[config.mk]
export PLATFORM = sky130hd
export DESIGN_NAME = tx_burst_seq
export DESIGN_NICKNAME = d
export VERILOG_FILES = /design/src/rtl/tx_burst_pkg.sv /design/src/rtl/tx_burst_ctrl.sv /design/src/rtl/tx_ramp_env.sv /design/src/rtl/tx_delay_line.sv /design/src/rtl/tx_burst_seq.sv
export SDC_FILE = /design/constraint.sdc
export NUM_CORES = 1
export LEC_CHECK = 0
export ABC_AREA = 0
export CAP_MARGIN = 20
export CORE_AREA = 2 2 154 156
export CTS_BUF_LIST = sky130_fd_sc_hd__clkbuf_16
export CTS_CLUSTER_DIAMETER = 200
export DETAILED_ROUTE_END_ITERATION = 8
export DIE_AREA = 0 0 156 158
export PLACE_DENSITY = 0.89
export SYNTH_ARGS = -nofsm -noshare
export SYNTH_HDL_FRONTEND = slang
export SYNTH_SLANG_ARGS = --single-unit
[constraint.sdc]
create_clock -name clk -period 45.2 [get_ports clk]
set_input_delay 6.78 -clock clk [delete_from_list [all_inputs] [get_ports clk]]
set_output_delay 6.78 -clock clk [all_outputs]
set_load 0.05 [all_outputs]
[src/rtl/tx_burst_pkg.sv]
package tx_burst_pkg;

  localparam int BIT_HALF      = 32;
  localparam int BIT_CLKS      = 2 * BIT_HALF;
  localparam int SYM_CLKS      = 2 * BIT_CLKS;
  localparam int STEP_CLKS     = 16;
  localparam int STEPS_PER_SYM = SYM_CLKS / STEP_CLKS;
  localparam int RAMP_SYMS     = 3;
  localparam int TAIL_SYMS     = 4;
  localparam int RAMP_STEPS    = RAMP_SYMS * STEPS_PER_SYM;
  localparam int GAIN_W        = 8;
  localparam int SP_W          = $clog2(SYM_CLKS);
  localparam int BP_W          = $clog2(BIT_CLKS);
  localparam int STEP_W        = $clog2(STEPS_PER_SYM);
  localparam int IDX_W         = $clog2(RAMP_STEPS + 1);
  localparam int US_W          = $clog2(RAMP_SYMS + 1);
  localparam int TS_W          = $clog2(TAIL_SYMS + 1);

  typedef enum logic [2:0] {
    ST_SLEEP,
    ST_CAL,
    ST_RDY,
    ST_START,
    ST_RUN,
    ST_TAIL
  } seq_state_e;

  // Rising raised-cosine gain, 255 * (1 - cos(pi*k/24)) / 2, rounded.
  function automatic logic [GAIN_W-1:0] ramp_lut(input logic [IDX_W-1:0] idx);
    logic [GAIN_W-1:0] r;
    case (idx)
      5'd0:    r = 8'd0;
      5'd1:    r = 8'd1;
      5'd2:    r = 8'd4;
      5'd3:    r = 8'd10;
      5'd4:    r = 8'd17;
      5'd5:    r = 8'd26;
      5'd6:    r = 8'd37;
      5'd7:    r = 8'd50;
      5'd8:    r = 8'd64;
      5'd9:    r = 8'd79;
      5'd10:   r = 8'd95;
      5'd11:   r = 8'd111;
      5'd12:   r = 8'd128;
      5'd13:   r = 8'd144;
      5'd14:   r = 8'd160;
      5'd15:   r = 8'd176;
      5'd16:   r = 8'd191;
      5'd17:   r = 8'd205;
      5'd18:   r = 8'd218;
      5'd19:   r = 8'd229;
      5'd20:   r = 8'd238;
      5'd21:   r = 8'd245;
      5'd22:   r = 8'd251;
      5'd23:   r = 8'd254;
      default: r = 8'd255;
    endcase
    return r;
  endfunction

endpackage

[src/rtl/tx_burst_ctrl.sv]
module tx_burst_ctrl
  import tx_burst_pkg::*;
#(
  parameter int CAL_CYCLES = 4096,
  parameter int START_DLY  = 3
) (
  input  logic              clk,
  input  logic              rst_n,
  input  logic              power_en,
  input  logic              burst_in,
  output logic              ready,
  output logic              bit_clk,
  output logic              bit_sample,
  output logic              enc_clear,
  output logic              active,
  output logic [STEP_W-1:0] ramp_step,
  output logic [US_W-1:0]   up_sym,
  output logic [TS_W-1:0]   tail_sym
);

  localparam int CNT_MAX = (CAL_CYCLES > START_DLY) ? CAL_CYCLES : START_DLY;
  localparam int CNT_W   = $clog2(CNT_MAX + 1);

  seq_state_e        state_q, state_d;
  logic [CNT_W-1:0]  cnt_q, cnt_d;
  logic [SP_W-1:0]   sp_q, sp_d;
  logic [US_W-1:0]   us_q, us_d;
  logic [TS_W-1:0]   ts_q, ts_d;
  logic              sym_end;
  logic              in_burst;

  assign sym_end  = (sp_q == SP_W'(SYM_CLKS - 1));
  assign in_burst = (state_q == ST_RUN) || (state_q == ST_TAIL);

  always_comb begin
    state_d = state_q;
    cnt_d   = cnt_q;
    sp_d    = sp_q;
    us_d    = us_q;
    ts_d    = ts_q;
    unique case (state_q)
      ST_SLEEP: begin
        if (power_en) begin
          state_d = ST_CAL;
          cnt_d   = '0;
        end
      end
      ST_CAL: begin
        if (cnt_q == CNT_W'(CAL_CYCLES - 1)) state_d = ST_RDY;
        else                                  cnt_d   = cnt_q + 1'b1;
      end
      ST_RDY: begin
        if (burst_in) begin
          state_d = ST_START;
          cnt_d   = '0;
        end
      end
      ST_START: begin
        if (cnt_q == CNT_W'(START_DLY - 1)) begin
          state_d = ST_RUN;
          sp_d    = '0;
          us_d    = '0;
          ts_d    = '0;
        end else begin
          cnt_d = cnt_q + 1'b1;
        end
      end
      ST_RUN, ST_TAIL: begin
        sp_d = sp_q + 1'b1;
        if (sym_end && (us_q != US_W'(RAMP_SYMS))) us_d = us_q + 1'b1;
        if (state_q == ST_RUN) begin
          if (!burst_in) begin
            state_d = ST_TAIL;
            ts_d    = sym_end ? TS_W'(1) : '0;
          end
        end else if (sym_end) begin
          if (ts_q == TS_W'(TAIL_SYMS)) state_d = ST_RDY;
          else                          ts_d    = ts_q + 1'b1;
        end
      end
      default: state_d = ST_SLEEP;
    endcase
    if (!power_en) state_d = ST_SLEEP;
  end

  always_ff @(posedge clk or negedge rst_n) begin
    if (!rst_n) begin
      state_q <= ST_SLEEP;
      cnt_q   <= '0;
      sp_q    <= '0;
      us_q    <= '0;
      ts_q    <= '0;
    end else begin
      state_q <= state_d;
      cnt_q   <= cnt_d;
      sp_q    <= sp_d;
      us_q    <= us_d;
      ts_q    <= ts_d;
    end
  end

  assign ready      = (state_q == ST_RDY);
  assign enc_clear  = (state_q == ST_START);
  assign active     = in_burst;
  assign bit_clk    = in_burst && (sp_q[BP_W-1:0] < BP_W'(BIT_HALF));
  assign bit_sample = in_burst && (sp_q[BP_W-1:0] == BP_W'(BIT_HALF));
  assign ramp_step  = sp_q[SP_W-1 -: STEP_W];
  assign up_sym     = us_q;
  assign tail_sym   = ts_q;

  p_sleep_r1: assert property (@(posedge clk) disable iff (!rst_n)
    !power_en |=> (!ready && !active && !enc_clear));

  p_accept_r3: assert property (@(posedge clk) disable iff (!rst_n)
    (ready && burst_in && power_en) |=> (!ready && enc_clear));

  p_clk_idle_r4: assert property (@(posedge clk) disable iff (!rst_n)
    bit_clk |-> !ready);

  p_strobe_r5: assert property (@(posedge clk) disable iff (!rst_n)
    bit_sample |-> $fell(bit_clk));

endmodule

[src/rtl/tx_ramp_env.sv]
module tx_ramp_env
  import tx_burst_pkg::*;
(
  input  logic              active,
  input  logic [STEP_W-1:0] ramp_step,
  input  logic [US_W-1:0]   up_sym,
  input  logic [TS_W-1:0]   tail_sym,
  output logic [GAIN_W-1:0] gain
);

  logic [IDX_W-1:0]  up_idx, dn_idx;
  logic [GAIN_W-1:0] up_g, dn_g;

  always_comb begin
    if (up_sym >= US_W'(RAMP_SYMS)) up_idx = IDX_W'(RAMP_STEPS);
    else up_idx = IDX_W'(up_sym) * IDX_W'(STEPS_PER_SYM) + IDX_W'(ramp_step);
    up_g = ramp_lut(up_idx);

    dn_idx = '0;
    if (tail_sym == '0) begin
      dn_g = '1;
    end else if (tail_sym <= TS_W'(RAMP_SYMS)) begin
      dn_idx = IDX_W'(tail_sym - TS_W'(1)) * IDX_W'(STEPS_PER_SYM) + IDX_W'(ramp_step);
      dn_g   = ramp_lut(IDX_W'(RAMP_STEPS) - dn_idx);
    end else begin
      dn_g = '0;
    end

    if (!active)          gain = '0;
    else if (up_g < dn_g) gain = up_g;
    else                  gain = dn_g;
  end

endmodule

[src/rtl/tx_delay_line.sv]
module tx_delay_line #(
  parameter int DEPTH = 480
) (
  input  logic clk,
  input  logic rst_n,
  input  logic d,
  output logic q
);

  generate
    if (DEPTH == 0) begin : g_wire
      assign q = d;
    end else if (DEPTH == 1) begin : g_one
      logic r_q;
      always_ff @(posedge clk or negedge rst_n) begin
        if (!rst_n) r_q <= 1'b0;
        else        r_q <= d;
      end
      assign q = r_q;
    end else begin : g_shift
      logic [DEPTH-1:0] sh_q, sh_d;
      assign sh_d = {sh_q[DEPTH-2:0], d};
      always_ff @(posedge clk or negedge rst_n) begin
        if (!rst_n) sh_q <= '0;
        else        sh_q <= sh_d;
      end
      assign q = sh_q[DEPTH-1];
    end
  endgenerate

endmodule

[src/rtl/tx_burst_seq.sv]
module tx_burst_seq
  import tx_burst_pkg::*;
#(
  parameter int CAL_CYCLES = 4096,
  parameter int START_DLY  = 3,
  parameter int BOUT_DLY   = 480
) (
  input  logic              clk,
  input  logic              rst_n,
  input  logic              power_en,
  input  logic              burst_in,
  output logic              ready,
  output logic              bit_clk,
  output logic              bit_sample,
  output logic              enc_clear,
  output logic [GAIN_W-1:0] env_gain,
  output logic              burst_out
);

  logic [1:0]        rs_q;
  logic              rst_sync_n;
  logic              active;
  logic [STEP_W-1:0] ramp_step;
  logic [US_W-1:0]   up_sym;
  logic [TS_W-1:0]   tail_sym;

  always_ff @(posedge clk or negedge rst_n) begin
    if (!rst_n) rs_q <= 2'b00;
    else        rs_q <= {rs_q[0], 1'b1};
  end
  assign rst_sync_n = rs_q[1];

  tx_burst_ctrl #(
    .CAL_CYCLES (CAL_CYCLES),
    .START_DLY  (START_DLY)
  ) u_ctrl (
    .clk        (clk),
    .rst_n      (rst_sync_n),
    .power_en   (power_en),
    .burst_in   (burst_in),
    .ready      (ready),
    .bit_clk    (bit_clk),
    .bit_sample (bit_sample),
    .enc_clear  (enc_clear),
    .active     (active),
    .ramp_step  (ramp_step),
    .up_sym     (up_sym),
    .tail_sym   (tail_sym)
  );

  tx_ramp_env u_env (
    .active    (active),
    .ramp_step (ramp_step),
    .up_sym    (up_sym),
    .tail_sym  (tail_sym),
    .gain      (env_gain)
  );

  tx_delay_line #(
    .DEPTH (BOUT_DLY)
  ) u_bout (
    .clk   (clk),
    .rst_n (rst_sync_n),
    .d     (burst_in),
    .q     (burst_out)
  );

  p_rise_r6: assert property (@(posedge clk) disable iff (!rst_sync_n)
    (active && $past(active) && (tail_sym == '0)) |-> (env_gain >= $past(env_gain)));

  p_idle_gain_r1: assert property (@(posedge clk) disable iff (!rst_sync_n)
    ready |-> (env_gain == '0));

endmodule

== Yosys cells after proc, flatten, opt, wreduce, memory -nomap -nowiden ==
Memory sizes are Yosys's and may differ from the RTL's.
Cells that the tools add are included.
Cells by class
  reduce and logical (&&, ||, !) cells: 14
  eq/ne operators: 26
  magnitude comparators: 4
  $add $sub $neg: 8
  multiplexer cells: 31
Operators with widths (number)
  13-bit 2-to-1 mux: 4
  13-bit one-hot mux with 4 select lines: 1
  3-bit 2-to-1 mux: 13
  8-bit 2-to-1 mux: 4
  3-bit one-hot mux with 5 select lines: 1
  7-bit one-hot mux with 2 select lines: 1
  13-bit by 1-bit adder with 13-bit output (second input constant): 1
  13-bit by 12-bit equality test with 1-bit output (second input constant): 1
  13-bit by 2-bit equality test with 1-bit output (second input constant): 1
  5-bit by 3-bit adder with 5-bit output: 2
  2-bit != test (second input constant): 5
  5-bit AND reduction: 2
  3-bit equality test (second input constant): 3
  3-bit by 2-bit != test with 1-bit output (second input constant): 3
  8-bit less-than comparator: 1
  4-bit by 2-bit != test with 1-bit output (second input constant): 2
  7-bit by 1-bit adder with 7-bit output (second input constant): 1
  7-bit equality test (second input constant): 1
  7-bit 2-to-1 mux: 1
  3-bit by 2-bit equality test with 1-bit output (second input constant): 2
  6-bit equality test (second input constant): 1
  3-bit logical NOT: 2
  6-bit less-than comparator (second input constant): 1
  3-bit != test (second input constant): 2
  other kinds (23): 27
Word-level totals
  flip-flop bits (word level): 510
  output and inout port bits: 13
  memories: 2
  bits of input ports: 4
  logic and storage cells: 92
  ROM bits: 512
Memories
  (name not given): depth 32, bits a word 8, rd ports 1, clocked after memory_dff 0, write ports 0, RTL line tx_burst_pkg.sv:31  | case (idx)
  (name not given): depth 32, bits a word 8, rd ports 1, clocked after memory_dff 0, write ports 0, RTL line tx_burst_pkg.sv:31

== Depth between registers and ports, before layout ==
Gate-level depths: netlist (run 1).
An unclocked memory read counts as a cell.
  depth after elaboration: 9
  mapped depth: 17
  gate-level depth less buffers: 16

== Modules after synthesis ==
From an unflattened synthesis (run 1), not the netlist that was laid out.
Unflattened totals
  cells, all modules: 850
  area total of the unflattened synthesis: 15078.2 sq um
By module, submodules not included
  tx_delay_line: area an instance 12011.5 sq um, sequential area each 12011.5 sq um, cells each 480, times used 1
  tx_burst_ctrl: area an instance 1773.0 sq um, sequential area each 700.7 sq um, cells each 196, times used 1
  tx_ramp_env: area an instance 1239.9 sq um, sequential area each 0.0 sq um, cells each 171, times used 1
  tx_burst_seq: area an instance 53.8 sq um, sequential area each 50.0 sq um, cells each 3, times used 1

== Least setup slack after synthesis (run 1) ==
No wires, ideal clock.
  path type: reg2out
  start: register u_ctrl.sp_q[4]
  end: output env_gain[6]
  setup slack: 33892 ps
  arrival: 4528 ps
  stages on the path, launching flop included: 17
  buffers on the path: 0
  path through: dfrtp_1 inv_1 ha_1 inv_1 ha_1 xnor2_1 mux2i_1 a221oi_1 a311oi_1 nor2_1 ha_1 a21oi_1 o21ai_0 o21bai_1 nor3_1 a21oi_4 o21ai_0
On the way
  cells in the longest elaborated chain, start to end: 8
  elaborated cells on any way between the ends: 11
RTL lines
  from (decl): RTL line tx_burst_ctrl.sv:26  | logic [SP_W-1:0] sp_q, sp_d;
  from (signal assigned): RTL line tx_burst_ctrl.sv:96  | sp_q <= sp_d;
  5-bit by 3-bit adder with 5-bit output: RTL line tx_ramp_env.sv:23  | dn_idx = IDX_W'(tail_sym - TS_W'(1)) * IDX_W'(STEPS_PER_SYM) + IDX_W'(ramp_step);
  5-bit subtractor: RTL line tx_ramp_env.sv:24  | dn_g = ramp_lut(IDX_W'(RAMP_STEPS) - dn_idx);
  memory 32 x 8 bit
  8-bit 2-to-1 mux: RTL line tx_ramp_env.sv:22  | end else if (tail_sym <= TS_W'(RAMP_SYMS)) begin
  8-bit 2-to-1 mux: RTL line tx_ramp_env.sv:20  | if (tail_sym == '0) begin
  8-bit less-than comparator: RTL line tx_ramp_env.sv:30  | else if (up_g < dn_g) gain = up_g;
  8-bit 2-to-1 mux (*): RTL line tx_ramp_env.sv:30
  8-bit 2-to-1 mux (*): RTL line tx_ramp_env.sv:29  | if (!active) gain = '0;
  to (decl): RTL line tx_burst_seq.sv:16  | output logic [GAIN_W-1:0] env_gain,
Mark *: on every way between the ends. The rest lies on a longest branch, timed or not.

== Worst setup path in the final report (run 1) ==
  start: register u_ctrl.sp_q[6]
  end: output env_gain[6]
Same word-level chain as after synthesis.

==> results.ini, run 1 <==
[clocking]
post_cts_buffers = 0
cts_root_buf = clkbuf_16
cts_max_path_buffers = 3
cts_resized = 0
clkSinkCount = 510
clkTransAtPathRegs_ns = 0.07
clk_latency_ns = 0.56
postCtsHoldBufs = 0
h-tree-depth = 2
cts_buffers = 46
cts_tree = done

[detailed_routing]
antenna_left = 0
drt_drc_violations_left = 0
drt-initial-drc-count = 707
wl_per_cell_um = 24.2
via_per_inst = 5.61
wirelength_um = 29300
dr_total_vias = 6816
first_pass_iters = 5

[place]
io_buffers = 16
place_ws_ns = 33.53
place_area_um2 = 15300
routabilityCongestion = 0.909
dpl.hpwl_um = 13300

[hold_path]
whs_endpoint = u_bout.g_shift.sh_q[292]
hold_class = flip-flop to flip-flop
hold_path_depth = 0
min_from = u_bout.g_shift.sh_q[291]

[worst_setup_path]
reg2regPathDepth = 2
crit_family = compound AO/OA/AOI/OAI gates
critPathKind = flip-flop to output port
critPathMaxStageDelay_ns = 0.83
critPathSlowestCell = clkdlybuf4s50_1
critPathBufInv = 2
crit_path_start_kind = flip-flop
r2r_start = rs_q[1]
required_ns = 38.42
crit_chain = inv_1 > ha_1 > xnor2_1 > mux2i_1 > a221oi_1 > a311oi_1 > nor2_1 > ha_1 > a21oi_1 > o21ai_0 > o21bai_1 > nor3_1 > a21oi_4 > o21ai_0 > clkdlybuf4s50_1
reg2reg_to = u_bout.g_shift.sh_q[475]
rrSetupSlack_ns = 42.31
worstSetupEndpointType = output port
arrival_ns = 5.70
crit_fanout = 15

[die]
chipWidth_um = 156
coreArea_um2 = 23100
row_count = 56
dieArea_um2 = 24600
io_pins = 17
start_util = 0.642
fp.dieH_um = 158

[global_route]
grt_max_degree = 216
overflow = 0
grt_antenna_before_repair = 3
first_global_vias = 7401
track_usage = 0.254
grt_pass1_wl_um = 45500

[layout]
design_area_um2 = 16900
nFillCells = 1186
syn_to_final_growth_pct = 14.0
layout.nets = 926
drive_above_1_share = 0.0866
final_cell_mix = dfrtp_1, clkbuf_16, nand2_1
antenna_cells = 0
final_common_cell = dfrtp_1

[timing]
layout_setup_ws_ns = 32.72
drv_slew = 0
min_period_ns = 12.48
rsz0062_at_grt = no
worst_slew_margin_rel = 0.305
finalSetupViolations = 0
fin_tns_setup_ns = 0
fmax_mhz = 80.1
tightest_slew_ns = 1.04
clock_skew_ns = 0.0200
fin_crit_sh = 0.276
final-hold-violation-count = 0

[pwr]
total_power_uw = 968
power.density_nw_per_um2 = 57.3
p_leak_uw = 0.00862
irDropWorstVdd_mv = 0.0363

[synth]
synth_enable_flop_cells = 0
syn_inst = 835
seq_area_frac_synth = 0.862
synth_seq_cells = 510
synthArstFlopShare = 1.00
synth.distinct_cells = 54
ys_dominant_reg_cell = dfrtp_1
synthesis.nets = 869
ys_warn_count = 0
mappedNetlistArea_um2 = 14800
synth.avg_cell_area_um2 = 17.7

[run_status]
status = finished clean

[job]
drv_cap = 0

-- layer usage --
layer | global-route usage | vias to the layer above | wire, µm
met4 | 0.0769 | 0 | 787
li1 | - | 2873 | -
met3 | 0.0402 | 79 | 1370
met5 | 0 | - | 0
met2 | 0.399 | 260 | 14000
met1 | 0.379 | 3604 | 13200
-- metrics by stage --
| step | std cells | util | hold slack (ns) |
|---|---|---|---|
| after floorplan | 835 | - | 0.331 |
| after global placement | 1133 | 0.665 | 0.332 |
| after detailed placement | 1133 | 0.665 | 0.335 |
| after CTS | 1213 | 0.731 | 0.332 |
| after global routing | 1214 | 0.732 | 0.348 |
| final | 1214 | 0.732 | 0.338 |
-- area by class of cell --
type	instances	area, µm²	area share
Inverter	26	97.6	0.00578
Timing Repair Buffer	22	238	0.0141
Clock inverter	31	293	0.0174
Tap cell	290	363	0.0215
Clock buffer	49	1230	0.0727
Multi-Input combinational cell	286	1890	0.112
Sequential cell	510	12800	0.757
-- synthesized netlist by cell type (2+ instances only) --
| cell | instances | share of area |
|---|---|---|
| nand2b_1 | 10 | 0.0042 |
| clkbuf_1 | 10 | 0.0025 |
| and3_1 | 3 | 0.0013 |
| nor4b_1 | 2 | 0.0012 |
| or4_1 | 3 | 0.0015 |
| xor2_1 | 3 | 0.0018 |
| nor2_1 | 26 | 0.0066 |
| mux2i_1 | 9 | 0.0061 |
| o211ai_1 | 2 | 0.0010 |
| o22a_1 | 2 | 0.0012 |
| o21a_1 | 3 | 0.0015 |
| nor3_1 | 7 | 0.0024 |
| nand3_1 | 10 | 0.0034 |
| a31oi_1 | 3 | 0.0013 |
| o21ai_0 | 27 | 0.0091 |
| nor2b_1 | 5 | 0.0021 |
| or2_2 | 4 | 0.0017 |
| a311oi_1 | 2 | 0.0012 |
| and2_1 | 4 | 0.0017 |
| ha_1 | 30 | 0.025 |
| a21o_1 | 3 | 0.0015 |
| nand2_1 | 36 | 0.0091 |
| o22ai_1 | 2 | 0.00085 |
| o31ai_1 | 10 | 0.0051 |
| or3_1 | 8 | 0.0034 |
| nor4_1 | 6 | 0.0025 |
| dfrtp_1 | 510 | 0.86 |
| nand4_1 | 5 | 0.0021 |
| xnor2_1 | 9 | 0.0053 |
| inv_1 | 26 | 0.0066 |
| a21oi_1 | 31 | 0.010 |
| a211oi_1 | 2 | 0.0010 |
-- kinds of logic after synthesis --
logic type / Yosys count / share of synthesized area
AND/OR/NAND/NOR: 132 / 0.0448
buffers and inverters: 39 / 0.0102
flip-flops: 510 / 0.862
adder cells (fa/ha/maj): 30 / 0.0254
AO/OA/AOI/OAI: 102 / 0.0441
XOR/XNOR: 12 / 0.00710
other: 1 / 0.000253
multiplexers: 9 / 0.00609
-- worst max-delay path by stage --
| stage | cells past startpoint | slack (ns) | from | end |
|---|---|---|---|---|
| 6_report | 15 | 32.72 | u_ctrl.sp_q[6] | env_gain[6] |
| 5_1_grt | 15 | 32.31 | u_ctrl.sp_q[6] | env_gain[4] |
| 4_1_cts | 15 | 32.81 | u_ctrl.sp_q[6] | env_gain[1] |
| 3_5_place_dp | 17 | 33.53 | u_ctrl.sp_q[4] | env_gain[1] |
| 3_3_place_gp | 17 | 33.65 | u_ctrl.sp_q[4] | env_gain[6] |
| 2_1_floorplan | 0 | 29.93 | rs_q[1] | u_bout.g_shift.sh_q[0] |
-- power breakdown --
part	leakage (µW)	switching (µW)	internal (µW)
clock	0.000771	172	230
combinational	0.000859	61.9	33.3
sequential	0.00699	8.53	462
total	0.00862	242	725
-- state kept, by name (all words and copies together) (netlist names) --
register             flops
rs_q                     2
u_bout.g_shift.sh_q    480
u_ctrl.cnt_q            13
u_ctrl.sp_q              7
u_ctrl.state_q           3
u_ctrl.tail_sym          3
u_ctrl.up_sym            2
No activity file was read; power rests on OpenSTA's default activity.
==> inputs of run 2 (changes only) <==
CORE_AREA = 2 2 161 163   (was 2 2 154 156)
DIE_AREA = 0 0 163 165   (was 0 0 156 158)
PLACE_DENSITY = 0.83   (was 0.89)
clock period = 12.1 ns   (was 45.2 ns; I/O delays follow)
==> run 2 against run 1 <==
Compared with the run above:
- worst setup slack got worse by 28 ns
- first-iteration DRC count fell by 0.85%
- largest cell class unchanged
- via count fell by 3.1%
- highest routed layer unchanged
- flip-flop and latch count stayed put
- core utilization down 5.9 points
- sequential power increased to 3.7 times the previous value
==> results.ini, run 2 (same netlist as run 1, synthesis figures left out) <==
[run_status]
status = finished clean

[clocking]
cts_resized = 0
clk_latency_ns = 0.54
clkTransAtPathRegs_ns = 0.07
h-tree-depth = 2
cts_max_path_buffers = 3
postCtsHoldBufs = 0
cts_tree = done
clkSinkCount = 510
cts_buffers = 46
cts_root_buf = clkbuf_16
post_cts_buffers = 0

[worst_setup_path]
reg2regPathDepth = 4
r2r_start = rs_q[1]
critPathKind = flip-flop to output port
worstSetupEndpointType = output port
arrival_ns = 5.70
crit_fanout = 15
crit_path_start_kind = flip-flop
rrSetupSlack_ns = 9.54
required_ns = 10.28
reg2reg_to = u_bout.g_shift.sh_q[459]

[hold_path]
hold_path_depth = 0
hold_class = flip-flop to flip-flop
whs_endpoint = u_bout.g_shift.sh_q[119]
min_from = u_bout.g_shift.sh_q[118]

[place]
dpl.hpwl_um = 13200
place_area_um2 = 15400
place_ws_ns = 5.31
io_buffers = 16
dp_cells = 1173
routabilityCongestion = 0.921

[layout]
multi_input_area_um2 = 1890
nFillCells = 1500
final_cell_mix = dfrtp_1, clkbuf_16, nand2_1
design_area_um2 = 16800
reg_top3 = u_bout.g_shift.sh_q: 480 flops, u_ctrl.cnt_q: 13 flops, u_ctrl.sp_q: 7 flops
top_register = u_bout.g_shift.sh_q
final_common_cell = dfrtp_1
drive_above_1_share = 0.0864
instances_no_fill = 1256
final_core_util = 0.673
antenna_cells = 0
layout.nets = 927
seq_area_um2 = 12800
largest_reg_flops = 480
syn_to_final_growth_pct = 13.8

[timing]
finalSetupViolations = 0
rsz0062_at_grt = no
clock_skew_ns = 0.0172
worst_slew_margin_rel = 0.260
drv_slew = 0
fin_tns_setup_ns = 0
min_period_ns = 7.51
fin_crit_sh = 0.621
tightest_slew_ns = 1.11
fmax_mhz = 133
final-hold-violation-count = 0
layout_setup_ws_ns = 4.59

[pwr]
irDropWorstVdd_mv = 0.150
power.density_nw_per_um2 = 207
p_leak_uw = 0.00858

[global_route]
first_global_vias = 7123
grt_max_degree = 231
track_usage = 0.213
grt_pass1_wl_um = 42600
grt_antenna_before_repair = 0
overflow = 0

[die]
start_util = 0.591
chipWidth_um = 163
dieArea_um2 = 26900
fp.dieH_um = 165
io_pins = 17
row_count = 58
coreArea_um2 = 25000

[detailed_routing]
first_pass_iters = 5
wirelength_um = 26700
antenna_left = 0
via_per_inst = 5.26
wl_per_cell_um = 21.3
drt-initial-drc-count = 701
dr_total_vias = 6604
drt_drc_violations_left = 0

[job]
drv_cap = 0

## run 2: cell types whose count changed in the layout (fill, tap and decap cells not counted), sizes merged
cell and change:
clkinv -2, buf +1, clkinvlp +2, clkbuf -3, inv +7, bufinv -3
## run 2: cell type report
type	count	area share
clock inverter	35	0.0158
tap	330	0.0245
sequential	510	0.758
timing repair buffer	23	0.0157
inverter	26	0.00579
multi-input combinational	286	0.112
clock buffer	46	0.0683
## run 2: through the flow
step | power [µW] | hold slack, ns
finish | 3490 | 0.333
floorplan | 2040 | 0.331
global route | 3650 | 0.349
CTS | 3510 | 0.339
detailed placement | 2120 | 0.335
global placement | 2110 | 0.331
## run 2: how the worst max path moves through the flow
stage | start | depth (start not counted) | slack (ns) | end
after global routing | u_ctrl.sp_q[6] | 15 | 4.14 | env_gain[6]
after floorplan | rs_q[1] | 0 | 3.80 | u_bout.g_shift.sh_q[0]
final | u_ctrl.sp_q[6] | 15 | 4.59 | env_gain[6]
after detailed placement | u_ctrl.sp_q[6] | 15 | 5.31 | env_gain[6]
after global placement | u_ctrl.sp_q[4] | 17 | 5.56 | env_gain[6]
after CTS | u_ctrl.sp_q[6] | 15 | 4.69 | env_gain[6]
## run 2: worst max-delay path: stages, from the launching register on
cell and delay (ns):
dfrtp_1 0.68, inv_1 0.30, ha_1 0.40, xnor2_1 0.61, mux2i_1 0.27, a221oi_1 0.09
a311oi_1 0.37, nor2_1 0.08, ha_1 0.32, a21oi_1 0.14, o21ai_0 0.11, o21bai_1 0.21
nor3_1 0.39, a21oi_4 0.17, o21ai_0 0.20, clkdlybuf4s50_1 0.83
## run 2: layer usage
layer,vias up,routed length (µm),GRT usage
met3,39,1300,0.0389
met5,-,0,0
met1,3477,12300,0.332
met2,221,12700,0.320
li1,2867,-,-
met4,0,409,0.0523
## run 2: where the power goes
| part | switching, µW | internal, µW |
|---|---|---|
| Combinational | 223 | 124 |
| Clock | 622 | 761 |
| Sequential | 31.0 | 1730 |
| Total | 875 | 2610 |
